[config.mk]
export PLATFORM = sky130hd
export DESIGN_NAME = vnarrow_shr
export DESIGN_NICKNAME = d
export VERILOG_FILES = /design/src/rtl/vnarrow_shr.sv
export SDC_FILE = /design/constraint.sdc
export NUM_CORES = 1
export LEC_CHECK = 0
export ABC_CLOCK_PERIOD_IN_PS = 1500
export CORE_ASPECT_RATIO = 1.4
export CORE_MARGIN = 2
export CORE_UTILIZATION = 40
export DETAILED_ROUTE_END_ITERATION = 8
export GPL_TIMING_DRIVEN = 0
export HOLD_SLACK_MARGIN = 0.03
export PLACE_DENSITY = 0.69
export SYNTH_ARGS = -nofsm -noshare
export SYNTH_HDL_FRONTEND = slang
export SYNTH_SLANG_ARGS = --single-unit
[constraint.sdc]
create_clock -name clk -period 1.5 [get_ports clk]
set_clock_uncertainty 0.15 [all_clocks]
set_input_delay 0.225 -clock clk [delete_from_list [all_inputs] [get_ports clk]]
set_output_delay 0.225 -clock clk [all_outputs]
set_load 0.05 [all_outputs]
[src/rtl/vnarrow_shr.sv]
module vnarrow_shr #(
  parameter int VEC_W = 128,
  parameter int SH_W  = 5
)(
  input  logic               clk,
  input  logic               rst_n,
  input  logic [VEC_W-1:0]   src,
  input  logic [VEC_W-1:0]   dst_old,
  input  logic [SH_W-1:0]    shamt,
  input  logic               wide32,
  input  logic               top,
  input  logic               rnd,
  input  logic [VEC_W/8-1:0] pred,
  output logic [VEC_W-1:0]   result
);
  localparam int NB = VEC_W / 8;
  localparam int NH = VEC_W / 16;
  localparam int NW = VEC_W / 32;

  logic [7:0]       nb [NH];
  logic [15:0]      nh [NW];
  logic [VEC_W-1:0] nxt;

  // 16-bit lanes to bytes: keep one guard bit below the shifted value
  for (genvar i = 0; i < NH; i++) begin : g_h2b
    logic [8:0] t;
    assign t     = 9'({src[16*i +: 16], 1'b0} >> shamt);
    assign nb[i] = t[8:1] + 8'(t[0] & rnd);
  end

  // 32-bit lanes to halfwords
  for (genvar i = 0; i < NW; i++) begin : g_w2h
    logic [16:0] t;
    assign t     = 17'({src[32*i +: 32], 1'b0} >> shamt);
    assign nh[i] = t[16:1] + 16'(t[0] & rnd);
  end

  // per-byte placement, predicate and merge
  for (genvar j = 0; j < NB; j++) begin : g_byte
    localparam int L8  = j / 2;
    localparam bit P8  = (j % 2) == 1;
    localparam int L16 = j / 4;
    localparam bit P16 = ((j / 2) % 2) == 1;
    localparam int B16 = j % 2;
    logic       w;
    logic [7:0] v;
    assign v = wide32 ? nh[L16][8*B16 +: 8] : nb[L8];
    assign w = wide32 ? ((top == P16) && pred[4*L16 + B16])
                      : ((top == P8)  && pred[2*L8]);
    assign nxt[8*j +: 8] = w ? v : dst_old[8*j +: 8];
  end

  logic unused_pred_bits;
  assign unused_pred_bits = ^pred;

  always_ff @(posedge clk or negedge rst_n)
    if (!rst_n) result <= '0;
    else        result <= nxt;

endmodule

==> impl_metrics.yaml <==
status:
  status: "finished with violations"
  failed_checks: "DRC, setup timing"
sta:
  tightest_slew_ps: 1080
  rsz0062_at_grt: "yes"
  fin_ws_ps: -1940
  hold_viol: 0
  relSlewSlack_pct: 28.2
  finalCriticalPeriod_ps: 3440
  maxSlewViolCount: 0
  setup_viol: 128
  period_share_pct: 229
  finalSetupTns_ps: -220080
  hold_ws_ps: 182
  clock.fmax_ghz: 0.291
hold_path:
  hold_class: "input port to async pin"
setup_path:
  cpMostUsedCell: "buf_6"
  crit_required_ps: 1650
  crit_start: "shamt[1]"
  end_kind: "flop"
  worst-path-max-fanout: 10
  cp_cell_sequence: "buf_8 -> buf_8 -> buf_12 -> buf_4 -> buf_4 -> buf_6 -> mux4_2 -> mux2i_1 -> o2bb2ai_1 -> o21ai_1 -> nor4_4 -> buf_6 -> buf_6 -> a21o_1 -> nand2_1 -> o21ai_2"
  critPathSlowestCell: "o21ai_1"
  startpoint_type: "input port"
  cp.arrival_ps: 3590
  cp_slowest_stage_delay_ps: 800
  path_class: "input port to flop"
  critPathCapture: "result[58]"
global_routing:
  grt_pass1_vias: 19611
  grt_max_degree: 86
  overflow: 0
  grt_pass1_wl_um: 134000
  grt_antenna_before_repair: 3
  grt_usage_pct: 43.0
routing:
  drt_pre_antenna_iters: 9
  drtIter0Drc: 2166
  wl_um: 95700
  vias: 19649
  drtAntennaViolNets: 0
  wire_per_inst_um: 33.0
  remaining_drc_errors: 1
  via_per_inst: 6.78
power:
  powerDensity_nw_per_um2: 747
  p_leak_uw: 0.0104
  peakVddDrop_uv: 806
clock_tree:
  cts_buffers: 17
  cts_tree: "yes"
  clk_path_buf_depth: 2
  h-tree-depth: 4
  clk_transition_reported_paths_ps: 70
  cts_root_buffer: "clkbuf_16"
  clock-sinks: 128
layout:
  syn_to_final_growth_pct: 58.8
  fill_cells: 3235
  multi_input_area_um2: 14600
  final_cell_area_um2: 26100
  layout.cells.non_filler: 2899
  regArea_um2: 3200
  nets: 2659
  largest_reg_flops: 128
  largestRegisters: "result (128)"
  regMostFlops: "result"
  drive_gt1_share_pct: 43.1
placed_design:
  io_buffers: 402
  placed_cell_area_um2: 21500
  place_ws_ps: -4990
  place.gp.congestion: 1.05
  place_inst: 2683
  hpwl_um: 73500
logic_synthesis:
  yosys.area.top_type: "dfrtp_1"
  yosys_warnings: 0
  yosys-top-cells-area: "dfrtp_1, mux4_2, mux2i_1, mux4_1, mux2_2"
  ys.flop_type: "dfrtp_1"
  synth_top_area_share_pct: 19.5
  async_reset_ff_share_pct: 100
  synth_edf_count: 0
  synth_cells: 1745
  yosysSeqAreaShare_pct: 19.5
  synth_nets: 2055
  synth_area_um2: 16400
  synth.avg_cell_area_um2: 9.40
  ys_seq_elements: 128
  ys_types: 106
floorplan:
  start_util_pct: 40.6
  ios: 410
  num_rows: 87
  die_w_um: 175
  die-area_um2: 42700
  die_h_um: 244
  core_area_um2: 40400
run:
  cap_violations: 0
[synthesized netlist by cell type, types with 24 or more instances]
master / count
mux2i_1: 116
a21oi_1: 80
nand3_1: 45
nand2_1: 186
clkbuf_1: 58
a31oi_1: 47
ha_1: 28
xnor2_1: 48
nor2_1: 162
mux4_2: 104
o21ai_0: 61
xor2_1: 24
inv_1: 24
mux2_2: 68
and2_1: 27
mux4_1: 35
dfrtp_1: 128
buf_2: 25
o22ai_1: 33
[final cells by class]
type                    instances  area share [%]
flip-flops and latches        128            12.3
diodes                          3          0.0288
clock inverters                14           0.879
well taps                     534            2.56
inverters                      28           0.533
repair buffers                588            19.8
multi-input cells            1448            56.1
clock buffers                  18            1.65
plain buffers                 138            6.10
[placed cells by master, fill, tap and decap left out, drive strengths merged, types with 13 or more instances in the layout]
| cell type | n |
|---|---|
| dfrtp | 128 |
| and2 | 29 |
| a22oi | 22 |
| buf | 386 |
| nand4 | 18 |
| clkdlybuf4s50 | 266 |
| nand3 | 45 |
| nand2b | 13 |
| a22o | 14 |
| nor2b | 20 |
| nor3 | 25 |
| and3 | 20 |
| nand2 | 186 |
| ha | 28 |
| inv | 28 |
| o22ai | 33 |
| nor3b | 14 |
| nor2 | 164 |
| mux4 | 139 |
| xnor2 | 48 |
| a21oi | 82 |
| o22a | 16 |
| or2 | 13 |
| a31oi | 47 |
| mux2 | 69 |
| xor2 | 24 |
| mux2i | 118 |
| clkbuf | 78 |
| o21ai | 74 |
[per-layer routing]
| metal | wire [um] | GRT usage [%] |
|---|---|---|
| met5 | 0 | 0 |
| met4 | 8800 | 30.8 |
| met3 | 8280 | 6.85 |
| met2 | 44900 | 70.9 |
| met1 | 33700 | 50.7 |
[critical path: cells and delay by family]
kind | cells | cell delay [ps]
AO/OA/AOI/OAI | 4 | 1240
buffers and inverters | 8 | 1180
multiplexers | 2 | 660
AND/OR/NAND/NOR | 2 | 240
[per-stage QoR]
stage                     power, uW  utilization (%)
after floorplan                9270                -
after global placement        12900             53.2
after detailed placement      12900             53.3
after CTS                     18700             62.4
after global routing          19900             64.5
final                         19500             64.5
[what timing repair did]
item	4_1_cts	5_1_grt
pin swaps	166	139
gates cloned	4	1
endpoints found under the setup margin	256	165
hold endpoints to repair	67	0
gates resized for setup	1085	225
buffers inserted	135	50
hold buffers	1	0
[how the worst min path moves through the flow]
stage | end | slack (ps) | from
floorplan | result[0] | -220 | rst_n
global placement | result[32] | 630 | dst_old[32]
detailed placement | result[54] | 30 | rst_n
CTS | result[57] | 140 | rst_n
global route | result[32] | 200 | dst_old[32]
finish | result[36] | 180 | rst_n
[cell families after synthesis]
kind of cell | after synthesis | synth area share [%]
and+or+nand+nor | 593 | 17.9
AOI/OAI and AO/OA | 429 | 18.0
adders and majority gates | 28 | 2.13
DFF | 128 | 19.5
buffers and inverters | 169 | 6.67
xor gates and xnor gates | 72 | 3.84
muxes | 326 | 31.9
[power by group]
group / switching [uW] / internal, uW
logic: 6510 / 4350
clock network: 1710 / 2990
registers: 92.2 / 3800
No activity file was read; power rests on OpenSTA's default activity.
